File: config.mk
export PLATFORM = sky130hd
export DESIGN_NAME = ata_taskfile_ctrl
export DESIGN_NICKNAME = d
export VERILOG_FILES = /design/src/rtl/ata_tf_pkg.sv /design/src/rtl/ata_id_rom.sv /design/src/rtl/ata_busy_timer.sv /design/src/rtl/ata_taskfile_ctrl.sv
export SDC_FILE = /design/constraint.sdc
export NUM_CORES = 1
export LEC_CHECK = 0
export CAP_MARGIN = 20
export CORE_ASPECT_RATIO = 2
export CORE_MARGIN = 2
export CORE_UTILIZATION = 59
export CTS_BUF_LIST = sky130_fd_sc_hd__clkbuf_2 sky130_fd_sc_hd__clkbuf_4 sky130_fd_sc_hd__clkbuf_8
export DETAILED_ROUTE_END_ITERATION = 12
export GPL_ROUTABILITY_DRIVEN = 0
export MAX_ROUTING_LAYER = met4
export PLACE_DENSITY = 0.83
export RECOVER_POWER = 25
export REMOVE_ABC_BUFFERS = 1
export SYNTH_ARGS = -nofsm -noshare
export SYNTH_HDL_FRONTEND = slang
export SYNTH_SLANG_ARGS = --single-unit
File: constraint.sdc
create_clock -name clk -period 1.8 [get_ports clk]
set_input_delay 0.36 -clock clk [delete_from_list [all_inputs] [get_ports clk]]
set_output_delay 0.36 -clock clk [all_outputs]
set_load 0.02 [all_outputs]
File: src/rtl/ata_tf_pkg.sv
package ata_tf_pkg;

    typedef enum logic [1:0] {
        M_IDLE = 2'd0,
        M_BUSY = 2'd1,
        M_DRQ  = 2'd2
    } mode_e;

    localparam logic [7:0] ST_BSY  = 8'h80;
    localparam logic [7:0] ST_DRDY = 8'h40;
    localparam logic [7:0] ST_DRQ  = 8'h08;
    localparam logic [7:0] ST_ERR  = 8'h01;
    localparam logic [7:0] ER_ABRT = 8'h04;

    localparam logic [7:0] OP_IDENT = 8'hEC;
    localparam logic [7:0] OP_FLUSH = 8'hE7;

    localparam int DEV_SEL_BIT = 4;

    localparam logic [2:0] A_DATA  = 3'd0;
    localparam logic [2:0] A_FEAT  = 3'd1;
    localparam logic [2:0] A_NSECT = 3'd2;
    localparam logic [2:0] A_LBAL  = 3'd3;
    localparam logic [2:0] A_LBAM  = 3'd4;
    localparam logic [2:0] A_LBAH  = 3'd5;
    localparam logic [2:0] A_DEV   = 3'd6;
    localparam logic [2:0] A_CMD   = 3'd7;

endpackage

File: src/rtl/ata_id_rom.sv
module ata_id_rom #(
    parameter int          WORDS = 256,
    parameter logic [15:0] SEED  = 16'h5AA5
) (
    input  logic [$clog2(WORDS)-1:0] idx,
    output logic [15:0]              word
);
    logic [15:0] tbl [WORDS];

    for (genvar g = 0; g < WORDS; g++) begin : g_word
        localparam logic [15:0] BASE = 16'((g * 257) % 65536);
        assign tbl[g] = BASE ^ SEED;
    end

    assign word = tbl[idx];
endmodule

File: src/rtl/ata_busy_timer.sv
module ata_busy_timer #(
    parameter int CYCLES = 24
) (
    input  logic clk,
    input  logic rst_n,
    input  logic start,
    output logic done
);
    localparam int CNT_W = $clog2(CYCLES + 1);

    logic [CNT_W-1:0] cnt_d, cnt_q;

    always_comb begin
        cnt_d = cnt_q;
        if (start) begin
            cnt_d = CNT_W'(CYCLES);
        end else if (cnt_q != '0) begin
            cnt_d = cnt_q - 1'b1;
        end
    end

    always_ff @(posedge clk or negedge rst_n) begin
        if (!rst_n) cnt_q <= '0;
        else        cnt_q <= cnt_d;
    end

    assign done = (cnt_q == CNT_W'(1));
endmodule

File: src/rtl/ata_taskfile_ctrl.sv
module ata_taskfile_ctrl
    import ata_tf_pkg::*;
#(
    parameter int          ID_WORDS     = 256,
    parameter int          FLUSH_CYCLES = 24,
    parameter logic [15:0] ID_SEED      = 16'h5AA5
) (
    input  logic        clk,
    input  logic        rst_n,
    input  logic [2:0]  addr,
    input  logic        wr_en,
    input  logic        rd_en,
    input  logic [7:0]  wdata,
    output logic [15:0] rdata,
    output logic        irq
);
    localparam int IDX_W = $clog2(ID_WORDS);
    localparam logic [IDX_W-1:0] LAST_IDX = IDX_W'(ID_WORDS - 1);

    typedef struct packed {
        mode_e            mode;
        logic             err;
        logic [7:0]       feat;
        logic [7:0]       nsect;
        logic [7:0]       lbal;
        logic [7:0]       lbam;
        logic [7:0]       lbah;
        logic [7:0]       dev;
        logic [IDX_W-1:0] idx;
        logic             irq;
    } tf_t;

    tf_t         tf_d, tf_q;
    logic [15:0] id_word;
    logic        flush_start, flush_done;
    logic        sel;
    logic [7:0]  status_b, error_b;

    ata_id_rom #(.WORDS(ID_WORDS), .SEED(ID_SEED)) u_rom (
        .idx  (tf_q.idx),
        .word (id_word)
    );

    ata_busy_timer #(.CYCLES(FLUSH_CYCLES)) u_tmr (
        .clk   (clk),
        .rst_n (rst_n),
        .start (flush_start),
        .done  (flush_done)
    );

    assign sel = ~tf_q.dev[DEV_SEL_BIT];

    always_comb begin
        status_b = ST_DRDY;
        if (tf_q.mode == M_BUSY) status_b = status_b | ST_BSY;
        if (tf_q.mode == M_DRQ)  status_b = status_b | ST_DRQ;
        if (tf_q.err)            status_b = status_b | ST_ERR;
        error_b = tf_q.err ? ER_ABRT : 8'h00;
    end

    always_comb begin
        rdata = 16'h0000;
        case (addr)
            A_DATA:  if (sel && tf_q.mode == M_DRQ) rdata = id_word;
            A_FEAT:  if (sel) rdata = {8'h00, error_b};
            A_NSECT: rdata = {8'h00, tf_q.nsect};
            A_LBAL:  rdata = {8'h00, tf_q.lbal};
            A_LBAM:  rdata = {8'h00, tf_q.lbam};
            A_LBAH:  rdata = {8'h00, tf_q.lbah};
            A_DEV:   rdata = {8'h00, tf_q.dev};
            default: if (sel) rdata = {8'h00, status_b};
        endcase
    end

    always_comb begin
        tf_d        = tf_q;
        flush_start = 1'b0;

        if (wr_en) begin
            case (addr)
                A_FEAT:  tf_d.feat  = wdata;
                A_NSECT: tf_d.nsect = wdata;
                A_LBAL:  tf_d.lbal  = wdata;
                A_LBAM:  tf_d.lbam  = wdata;
                A_LBAH:  tf_d.lbah  = wdata;
                A_DEV:   tf_d.dev   = wdata;
                default: ;
            endcase
        end

        // status read acknowledges the interrupt; later set events override
        if (rd_en && addr == A_CMD && sel) tf_d.irq = 1'b0;

        if (wr_en && addr == A_CMD && sel && tf_q.mode == M_IDLE) begin
            case (wdata)
                OP_IDENT: begin
                    tf_d.mode = M_DRQ;
                    tf_d.idx  = '0;
                    tf_d.err  = 1'b0;
                    tf_d.irq  = 1'b1;
                end
                OP_FLUSH: begin
                    tf_d.mode   = M_BUSY;
                    tf_d.err    = 1'b0;
                    flush_start = 1'b1;
                end
                default: begin
                    tf_d.err = 1'b1;
                    tf_d.irq = 1'b1;
                end
            endcase
        end

        if (rd_en && addr == A_DATA && sel && tf_q.mode == M_DRQ) begin
            if (tf_q.idx == LAST_IDX) begin
                tf_d.mode = M_IDLE;
                tf_d.idx  = '0;
            end else begin
                tf_d.idx = tf_q.idx + 1'b1;
            end
        end

        if (tf_q.mode == M_BUSY && flush_done) begin
            tf_d.mode = M_IDLE;
            tf_d.irq  = 1'b1;
        end
    end

    always_ff @(posedge clk or negedge rst_n) begin
        if (!rst_n) tf_q <= '{mode: M_IDLE, default: '0};
        else        tf_q <= tf_d;
    end

    assign irq = tf_q.irq;
endmodule

==> results by stage <==
Drt:
- The total iterations of the first detailed-routing run is 5.
- The number of remaining DRC errors is 0.
- In this run, the number of DRC markers left after iteration 0 of detailed routing was 136.
- Dividing the detail-routed wire length by the instance count gives 21.6 µm.
- The count of vias placed by the detailed router is 2695.
- The average via count per standard cell is 6.49.
- The total wire length is 8960 µm.
- The count of nets left with antenna violations once routing finished came out at 0.

STA:
- In the post-route analysis, the smallest setup slack over all paths is -0.418 ns.
- Across the routed clock network, the largest skew measured is 0.00911 ns.
- The number of setup violations in the final report is 17.
- For the pin with the worst max-slew slack, the measured transition is 1.43 ns.
- Setup repair after global routing could not meet its margin everywhere.
- The post-route fraction of the period consumed by the critical path is 1.23.
- Derived from the worst setup path, the maximum achievable clock frequency is 451 MHz.
- The hold violation count in the final report is 0.
- The final count of pins violating max slew was 0.
- The time the worst path needs with I/O delays and setup is 2.22 ns.
- The relative slew slack is 0.0456.

Floorplanning:
- The region available for standard cell placement spans 4910 µm².
- The die covers 5710 µm².
- The horizontal die dimension is 54.5 µm.
- For this design the top-level I/O count stands at 32.
- The overall die height is 105 µm.
- The effective utilization at floorplan is 0.612.
- In this run the core area contains 36 standard-cell rows.

Setup path:
- The critical path class is reg2out.
- The logic depth of the worst register-to-register path is 6.
- For the worst setup path, the data required time is 1.44 ns.
- For this run, the slowest stage of the critical path takes 0.40 ns.
- The launch point of the worst path is tf_q[58].
- The largest individual stage delay along the critical path comes from the cell sky130_fd_sc_hd__dfrtp_1.
- The cell occurring most often along the worst timing path is sky130_fd_sc_hd__buf_6.
- Along the worst path, the maximum fanout reaches 4.
- The setup slack on the worst flop-to-flop path is -0.01 ns.
- The cell family contributing the most delay on the critical path is simple AND/OR/NAND/NOR gates.
- The startpoint type of the worst setup path is a flip-flop.
- Walking the worst path, the cells encountered are nor3b_4 > nand3b_1 > buf_6 > nor2_4 > o31a_1 > buf_6.
- Together, buffers and inverters on the worst path number 2.
- Data arrives at the worst endpoint at 1.86 ns.
- The worst register-to-register path ends at tf_q[5].
- The worst reg2reg path startpoint is tf_q[13].
- The worst setup path is captured at an output pin.

Synthesis:
- The dominant cell type by area after synthesis is sky130_fd_sc_hd__dfrtp_1.
- After synthesis, the most frequently instantiated cells are sky130_fd_sc_hd__dfrtp_1 (57), sky130_fd_sc_hd__mux2_2 (26), sky130_fd_sc_hd__nor2_1 (21).
- The number of synthesis warnings is 0.
- The sequential fraction of the synthesis area is 0.475.
- By instance count, the leading cell after synthesis is sky130_fd_sc_hd__dfrtp_1.
- The compound-cell area share of the yosys netlist is 0.105.
- Ranked by total cell area, the synthesized netlist is headed by sky130_fd_sc_hd__dfrtp_1 (47%), sky130_fd_sc_hd__mux2_2 (9.7%), sky130_fd_sc_hd__mux2_1 (5.6%).
- The post-synthesis xor/xnor area fraction is 0.00292.
- Of the total synthesized cell area, the portion taken by full adders, half adders and majority gates is 0.0125.
- Of the post-synthesis cell area, the dominant cell type holds 0.475.
- The synthesized netlist occupies a cell area of 3000 µm².
- The most used flip-flop cell after synthesis is sky130_fd_sc_hd__dfrtp_1.
- Synthesis instantiated 55 different standard cells from the library.
- The main combinational cell family by area after synthesis is multiplexers.
- The cell count after synthesis is 261.
- A synthesized cell averages 11.5 µm².
- After synthesis, the share of flip-flops with an asynchronous set or reset is 1.00.
- The count of state elements after synthesis is 57.
- The simple-gate portion of the synthesized area is 0.172.
- The mux share of post-synthesis cell area is 0.204.
- The number of enable-type register cells in the synthesized netlist is 0.

CTS:
- Buffers inserted to repair hold after CTS numbered 0.
- TritonCTS built the clock tree.
- The H-tree was split into 3 levels.
- The clock drives 57 sinks.
- The maximum buffer depth of the clock tree is 2.
- The clock insertion delay at the later pin of the skew report is 0.35 ns.
- The clock slew at the register clock pins of the worst setup and hold paths is 0.07 ns.
- The number of buffers added by the clock tree synthesis step is 9.
- The clock root buffer is sky130_fd_sc_hd__clkbuf_8.

Global route:
- For this run the aggregate overflow at the end of global routing stands at 0.
- The number of global-route vias before repair is 2794.
- The maximum number of pins on one net before global-route repair is 58.
- The number of antenna violations at the first check in global routing is 0.
- The wire length of the first global-routing pass is 13600 µm.
- In the global route stage, overall resource usage came out at 0.352.

Power and ir drop:
- Cell internal power was estimated by the tool at 2.80 mW.
- Of the total power, registers draw 0.441.
- Of the total power, the clock network draws 0.285.
- The areal power density over the cells is 971 nW/µm².
- The share of total power dissipated in combinational logic is 0.274.
- The net switching fraction of the power is 0.306.
- The net switching power figure is 1.23 mW.
- The maximum ir drop on the vdd rail is 913 µV.
- In this run the static leakage power is 1.93 nW.

Place:
- The number of placed instances with taps included is 394.
- Port buffering added 31 buffers.
- Detailed placement ended at an HPWL of 5830 µm.
- Before CTS, the worst setup slack after placement is -0.965 ns.

Run status:
- The checks that failed: negative setup slack.
- The run finished, with violations left.

Cells and area:
- The diode insertion count for antenna repair is 0.
- For this run, the number of standard cells in the final layout without fillers is 415.
- In the final layout, the share of cells above drive strength 1 is 0.425.
- At the end of the flow, the number of nets in the layout was 373.
- Summing all multi-input logic gate instances after layout gives 1610 µm².
- The total area of sequential cells is 1430 µm².
- The number of fillers in the final layout is 251.
- The area growth from synthesis to layout is 38.2%.

Run:
- Across the run, the number of max-cap violations was 0.

Worst hold path:
- The worst hold path class is in2async.
## layout make-up
| type | count | share of cell area |
|---|---|---|
| tap | 57 | 0.0172 |
| sequential | 57 | 0.344 |
| multi-input combinational | 187 | 0.387 |
| inverter | 5 | 0.00452 |
| clock inverter | 4 | 0.0109 |
| timing repair buffer | 95 | 0.203 |
| clock buffer | 10 | 0.0332 |
## cells in the final DEF, fill, tap and decap left out, types with 5 or more instances in the layout
| cell type | synthesis | layout |
|---|---|---|
| sky130_fd_sc_hd__a221o_1 | 7 | 7 |
| sky130_fd_sc_hd__and2_4 | 0 | 5 |
| sky130_fd_sc_hd__buf_4 | 2 | 52 |
| sky130_fd_sc_hd__buf_6 | 1 | 25 |
| sky130_fd_sc_hd__clkbuf_8 | 0 | 10 |
| sky130_fd_sc_hd__clkdlybuf4s50_1 | 0 | 11 |
| sky130_fd_sc_hd__dfrtp_1 | 57 | 57 |
| sky130_fd_sc_hd__inv_1 | 5 | 5 |
| sky130_fd_sc_hd__mux2_1 | 15 | 15 |
| sky130_fd_sc_hd__mux2_2 | 26 | 26 |
| sky130_fd_sc_hd__mux2i_1 | 13 | 13 |
| sky130_fd_sc_hd__nand2_1 | 12 | 12 |
| sky130_fd_sc_hd__nor2_1 | 21 | 15 |
| sky130_fd_sc_hd__nor2_4 | 0 | 5 |
| sky130_fd_sc_hd__nor3_1 | 6 | 6 |
| sky130_fd_sc_hd__o21ai_0 | 10 | 10 |
## metrics by stage
step                       util  hold WS [ns]  setup TNS [ns]  power (mW)  cell area, µm²
final                     0.845         0.427           -4.55        4.03            4150
after global routing      0.845         0.513           -5.41        4.22            4150
after CTS                 0.833        0.0120           -4.33        3.96            4090
after detailed placement  0.767         0.381          -31.37        2.78            3770
after global placement    0.767         0.377          -30.22        2.72            3770
after floorplan               -        0.0644               0        2.31            2940
## timing repair
item                       CTS  global route
gates cloned                 2             0
hold endpoints to repair     0             0
buffers inserted             5             1
setup endpoints to repair   31            30
pin swaps                    9             8
resized for setup          122            20
## sequential cells by signal (all words and copies together) (netlist names)
name / count
tf_q: 51
u_tmr.cnt_q: 5
irq: 1
## how the worst max path moves through the flow
stage          slack, ns  depth (start not counted)  endpoint
2_1_floorplan       0.05                          4   tf_q[5]
3_3_place_gp       -0.94                          5  rdata[3]
3_5_place_dp       -0.96                          5  rdata[3]
4_1_cts            -0.39                          4  rdata[3]
5_1_grt            -0.44                          4  rdata[3]
6_report           -0.42                          6  rdata[0]
## metal layers
metal	routed length (µm)	part of all wire	GRT usage	up-vias
met5	0	0	-	-
met1	3080	0.34	0.356	1332
met4	539	0.060	0.268	0
met2	4790	0.53	0.541	144
li1	-	-	-	1155
met3	553	0.062	0.0986	64
## power groups by stage
stage	clock network, mW	logic, mW	registers [mW]
after floorplan	0	0.603	1.71
after global placement	0	0.966	1.75
after detailed placement	0	1.01	1.77
after CTS	1.15	1.06	1.75
after global routing	1.22	1.20	1.80
final	1.15	1.10	1.78
## kinds of logic after synthesis
| group | Yosys count |
|---|---|
| adders and majority gates | 3 |
| muxes | 55 |
| xor gates and xnor gates | 1 |
| AOI/OAI and AO/OA | 42 |
| buffers and inverters | 17 |
| DFF | 57 |
| and+or+nand+nor | 86 |
(Power assumes the default switching activity.)
